$ cat config.mk
export PLATFORM = sky130hd
export DESIGN_NAME = sup_reset_ctrl
export DESIGN_NICKNAME = d
export VERILOG_FILES = /design/src/rtl/sup_pkg.sv /design/src/rtl/sup_sync.sv /design/src/rtl/sup_debounce.sv /design/src/rtl/sup_hold.sv /design/src/rtl/sup_wdog.sv /design/src/rtl/sup_reset_ctrl.sv
export SDC_FILE = /design/constraint.sdc
export NUM_CORES = 1
export LEC_CHECK = 0
export ABC_AREA = 1
export BUFFER_PORTS_ARGS = -buffer_cell sky130_fd_sc_hd__buf_2
export CAP_MARGIN = 20
export CORE_ASPECT_RATIO = 2
export CORE_MARGIN = 2
export CORE_UTILIZATION = 65
export DETAILED_ROUTE_END_ITERATION = 12
export GPL_ROUTABILITY_DRIVEN = 0
export PLACE_DENSITY = 0.82
export SLEW_MARGIN = 20
export SYNTH_ARGS = -nofsm -noshare
export SYNTH_HDL_FRONTEND = slang
export SYNTH_SLANG_ARGS = --single-unit
$ cat constraint.sdc
create_clock -name clk_i -period 4.3 [get_ports clk_i]
set_input_delay 0.43 -clock clk_i [delete_from_list [all_inputs] [get_ports clk_i]]
set_output_delay 0.43 -clock clk_i [all_outputs]
set_load 0.005 [all_outputs]
$ cat src/rtl/sup_pkg.sv
package sup_pkg;
  localparam int SYNC_DEPTH = 2;

  // bits to hold values 0..n
  function automatic int cnt_bits(int n);
    return (n < 2) ? 1 : $clog2(n + 1);
  endfunction
endpackage

$ cat src/rtl/sup_sync.sv
module sup_sync #(
  parameter int             W       = 2,
  parameter int             STAGES  = sup_pkg::SYNC_DEPTH,
  parameter logic [W-1:0]   RST_VAL = '0
) (
  input  logic         clk_i,
  input  logic         rst_ni,
  input  logic [W-1:0] d_i,
  output logic [W-1:0] q_o
);
  logic [W-1:0] stg_q [STAGES];

  for (genvar i = 0; i < STAGES; i++) begin : g_stg
    if (i == 0) begin : g_first
      always_ff @(posedge clk_i or negedge rst_ni)
        if (!rst_ni) stg_q[i] <= RST_VAL;
        else         stg_q[i] <= d_i;
    end else begin : g_next
      always_ff @(posedge clk_i or negedge rst_ni)
        if (!rst_ni) stg_q[i] <= RST_VAL;
        else         stg_q[i] <= stg_q[i-1];
    end
  end

  assign q_o = stg_q[STAGES-1];
endmodule

$ cat src/rtl/sup_debounce.sv
module sup_debounce #(
  parameter int   CYC     = 4,
  parameter logic RST_LVL = 1'b1
) (
  input  logic clk_i,
  input  logic rst_ni,
  input  logic d_i,
  output logic q_o
);
  localparam int CW = sup_pkg::cnt_bits(CYC);

  logic          lvl_q;
  logic [CW-1:0] cnt_q;

  // new level accepted after CYC consecutive differing samples
  always_ff @(posedge clk_i or negedge rst_ni) begin
    if (!rst_ni) begin
      lvl_q <= RST_LVL;
      cnt_q <= '0;
    end else if (d_i == lvl_q) begin
      cnt_q <= '0;
    end else if (cnt_q == CW'(CYC - 1)) begin
      lvl_q <= d_i;
      cnt_q <= '0;
    end else begin
      cnt_q <= cnt_q + 1'b1;
    end
  end

  assign q_o = lvl_q;
endmodule

$ cat src/rtl/sup_hold.sv
module sup_hold #(
  parameter int CYC = 16
) (
  input  logic clk_i,
  input  logic rst_ni,
  input  logic trig_i,
  output logic active_o
);
  localparam int CW = sup_pkg::cnt_bits(CYC);

  logic [CW-1:0] cnt_q;

  // full reload on each trigger; power-on starts a full hold
  always_ff @(posedge clk_i or negedge rst_ni) begin
    if (!rst_ni)           cnt_q <= CW'(CYC);
    else if (trig_i)       cnt_q <= CW'(CYC);
    else if (cnt_q != '0)  cnt_q <= cnt_q - 1'b1;
  end

  assign active_o = (cnt_q != '0);
endmodule

$ cat src/rtl/sup_wdog.sv
module sup_wdog #(
  parameter int CYC = 24,
  localparam int CW = sup_pkg::cnt_bits(CYC)
) (
  input  logic          clk_i,
  input  logic          rst_ni,
  input  logic          lvl_i,
  input  logic          clr_i,
  input  logic          sup_low_i,
  output logic          wdo_no,
  output logic [CW-1:0] cnt_o
);
  logic          lvl_d_q;
  logic          kick_edge;
  logic          expired;
  logic [CW-1:0] cnt_q;
  logic          wdo_q;

  assign kick_edge = lvl_i ^ lvl_d_q;
  assign expired   = (cnt_q == CW'(CYC));

  always_ff @(posedge clk_i or negedge rst_ni) begin
    if (!rst_ni) begin
      lvl_d_q <= 1'b0;
      cnt_q   <= '0;
      wdo_q   <= 1'b1;
    end else begin
      lvl_d_q <= lvl_i;
      if (clr_i || kick_edge) cnt_q <= '0;
      else if (!expired)      cnt_q <= cnt_q + 1'b1;
      wdo_q <= !(sup_low_i || expired);
    end
  end

  assign wdo_no = wdo_q;
  assign cnt_o  = cnt_q;
endmodule

$ cat src/rtl/sup_reset_ctrl.sv
module sup_reset_ctrl #(
  parameter int DEBOUNCE_CYC = 1000,
  parameter int HOLD_CYC     = 20_000_000,
  parameter int WDOG_CYC     = 160_000_000
) (
  input  logic clk_i,
  input  logic rst_ni,
  input  logic supply_low_i,
  input  logic mr_ni,
  input  logic kick_i,
  output logic rst_no,
  output logic rst_o,
  output logic wdog_no
);
  localparam int WCW = sup_pkg::cnt_bits(WDOG_CYC);

  logic [1:0]     sync_q;
  logic           mr_s;
  logic           kick_s;
  logic           mr_db;
  logic           trig;
  logic           hold_act;
  logic [WCW-1:0] wd_cnt;

  // bit0: manual reset (idle high), bit1: kick (idle low)
  sup_sync #(.W(2), .STAGES(sup_pkg::SYNC_DEPTH), .RST_VAL(2'b01)) u_sync (
    .clk_i (clk_i),
    .rst_ni(rst_ni),
    .d_i   ({kick_i, mr_ni}),
    .q_o   (sync_q)
  );
  assign mr_s   = sync_q[0];
  assign kick_s = sync_q[1];

  sup_debounce #(.CYC(DEBOUNCE_CYC), .RST_LVL(1'b1)) u_db (
    .clk_i (clk_i),
    .rst_ni(rst_ni),
    .d_i   (mr_s),
    .q_o   (mr_db)
  );

  assign trig = supply_low_i || !mr_db;

  sup_hold #(.CYC(HOLD_CYC)) u_hold (
    .clk_i   (clk_i),
    .rst_ni  (rst_ni),
    .trig_i  (trig),
    .active_o(hold_act)
  );

  sup_wdog #(.CYC(WDOG_CYC)) u_wdog (
    .clk_i    (clk_i),
    .rst_ni   (rst_ni),
    .lvl_i    (kick_s),
    .clr_i    (hold_act),
    .sup_low_i(supply_low_i),
    .wdo_no   (wdog_no),
    .cnt_o    (wd_cnt)
  );

  assign rst_no = !hold_act;
  assign rst_o  = hold_act;
endmodule

==> results_dict.tcl <==
set metrics [dict create \
    rsz0062_at_grt "false" \
    placed_area_um2 4340 \
    floorplan.rows 41 \
    detail_route.vias_per_cell 5.54 \
    ir_drop_mv 0.342 \
    syn-mean-instance-area_um2 7.38 \
    postLayoutCellArea_um2 4670 \
    die_x_um 61.0 \
    htree_levels 3 \
    antenna_found_initial 0 \
    core-area_um2 6310 \
    setup_viol 0 \
    routedWlPerCell_um 14.7 \
    dr.pass1.iters 5 \
    ys_async_sr_fraction 1.00 \
    cts-root-buf "clkbuf_16" \
    die_area_um2 7190 \
    endpoint "rst_o" \
    yosysTopAreaCell "dfrtp_1" \
    synth_cells 572 \
    grt_max_degree 40 \
    drcViolationCount 0 \
    cap_violations 0 \
    cts_tree "yes" \
    postRouteAntennaNets 0 \
    drv_slew 0 \
    grt_pass1_vias 3819 \
    synthTopCellsByCount "123 x nand2_1, 120 x nor2_1, 71 x inv_1" \
    finalPower_mw 1.51 \
    grt-ovfl-total 0 \
    p_leak_nw 2.14 \
    power_density_nw_per_um2 324 \
    clk_pin_slew_ns 0.06 \
    hold_ws_ns 0.145 \
    min_path_type "in -> async" \
    path_max_fanout 5 \
    drt_iter0_markers 275 \
    rr_worst_depth 9 \
    r2r-end "u_hold.cnt_q[24]" \
    cts_buffer_depth 2 \
    critPathCaptureType "primary output" \
    fin_tns_setup_ns 0 \
    start_util 0.669 \
    slew-limit-headroom 0.516 \
    hold_buffers 0 \
    final_nets 598 \
    io_pins 8 \
    cts_setup_buffers 0 \
    clock_skew_ns 0.00628 \
    yosysMostFrequentCell "nand2_1" \
    syn_area_um2 4220 \
    totalWireLength_um 10000 \
    post_cts_resized 0 \
    finalHoldViolations 0 \
    netlist.area_leader.share 0.344 \
    rr_startpoint "u_hold.cnt_q[0]" \
    critPathRequiredTime_ns 3.87 \
    synthFlopType "dfrtp_1" \
    vias 3762 \
    synthDistinctLibCells 39 \
    diodes 0 \
    portBuffers 7 \
    cp-startpoint "u_hold.cnt_q[0]" \
    worst_setup_path_start_kind "flip-flop" \
    dp_slack_ns 2.48 \
    max_freq_mhz 457 \
    fin_crit_ns 2.19 \
    layout-drive-gt1-share 0.170 \
    yosys_register_bits 70 \
    synth.net_count 582 \
    yosysWarnings 0 \
    clk_latency_ns 0.34 \
    synth_top_cells_by_area "dfrtp_1 34%, nand2_1 11%, nor2_1 11%" \
    cts_buffers 9 \
    r2r_slack_ns 2.43 \
    die_y_um 118 \
    critPathKind "reg -> out" \
    grt_usage 0.314 \
    syn2layout_area_growth_pct 10.7 \
    fin_crit_sh 0.509 \
    cts_sinks 70 \
    ys_seq_area_frac 0.419 \
    synth-edff-count 0 \
    grt_pass1_wl_um 16800 \
    status "complete, no violations" \
    dp_hpwl_um 7340 \
    worst_slack_ns 2.11 \
    crit_arrival_ns 1.76 \
    tightest_slew_ns 0.725 \
]
==> cells in the final DEF, fill, tap and decap left out, drive strengths merged <==
master	instances
o21bai	1
nand2	133
ha	5
bufinv	2
nor2	146
buf	9
nand3b	8
nor4	2
clkinvlp	1
dfrtp	58
nor3b	4
nand3	41
a21oi	18
clkinv	4
nor3	24
a31oi	1
or2	11
xnor2	2
clkbuf	11
inv	72
nand4	19
o21ai	4
xor2	5
dfstp	12
==> report_power, final <==
| group | switching [mW] | internal [mW] |
|---|---|---|
| clock network | 0.281 | 0.539 |
| registers | 0.00271 | 0.666 |
| logic | 0.0187 | 0.00511 |
==> cell families after synthesis <==
| group | share of synthesized area |
|---|---|
| AO/OA/AOI/OAI | 0.0294 |
| XOR/XNOR | 0.0145 |
| adder cells (fa/ha/maj) | 0.0148 |
| buffers and inverters | 0.0768 |
| flip-flops | 0.419 |
| AND/OR/NAND/NOR | 0.446 |
==> layout make-up <==
class / instances / area, um2
clock inverters: 5 / 81.3
clock buffers: 11 / 253
fillers: 481 / 1640
flip-flops and latches: 70 / 1770
inverters: 74 / 284
repair buffers: 9 / 50.0
multi-input cells: 424 / 2130
well taps: 86 / 108
==> worst max-delay path: stages (launching register included) <==
cell	delay (ns)
dfrtp_1	0.39
inv_1	0.14
ha_1	0.16
inv_1	0.06
nor2_1	0.19
nand3_4	0.13
nor2_8	0.15
inv_1	0.07
buf_2	0.13
==> stage by stage <==
stage | utilization | cells
2_1_floorplan | - | 572
3_3_place_gp | 0.687 | 663
3_5_place_dp | 0.687 | 663
4_1_cts | 0.740 | 679
5_1_grt | 0.740 | 679
6_report | 0.740 | 679
==> registers in the layout, summed over array words and instances (netlist names) <==
signal	count
u_hold.cnt_q	25
u_db.q_o	1
u_wdog.cnt_o	28
u_wdog.lvl_d_q	1
u_wdog.wdo_no	1
u_db.cnt_q	10
u_sync.stg_q	2
u_sync.q_o	2
==> metal layers <==
metal / part of all wire / global-route usage / up-vias
met5: 0 / 0 / -
met4: 0.066 / 0.212 / 0
met3: 0.040 / 0.0582 / 49
met2: 0.54 / 0.544 / 126
met1: 0.35 / 0.318 / 1741
li1: - / - / 1846
==> worst min path at each step <==
| stage | start | to | cells after the start |
|---|---|---|---|
| 2_1_floorplan | rst_ni | u_db.cnt_q[0] | 0 |
| 3_3_place_gp | u_sync.stg_q[3] | u_sync.q_o[1] | 0 |
| 3_5_place_dp | u_sync.stg_q[3] | u_sync.q_o[1] | 0 |
| 4_1_cts | rst_ni | u_hold.cnt_q[1] | 1 |
| 5_1_grt | mr_ni | u_sync.stg_q[2] | 1 |
| 6_report | rst_ni | u_hold.cnt_q[1] | 1 |
Note: power is estimated with default switching activity, not from simulation.
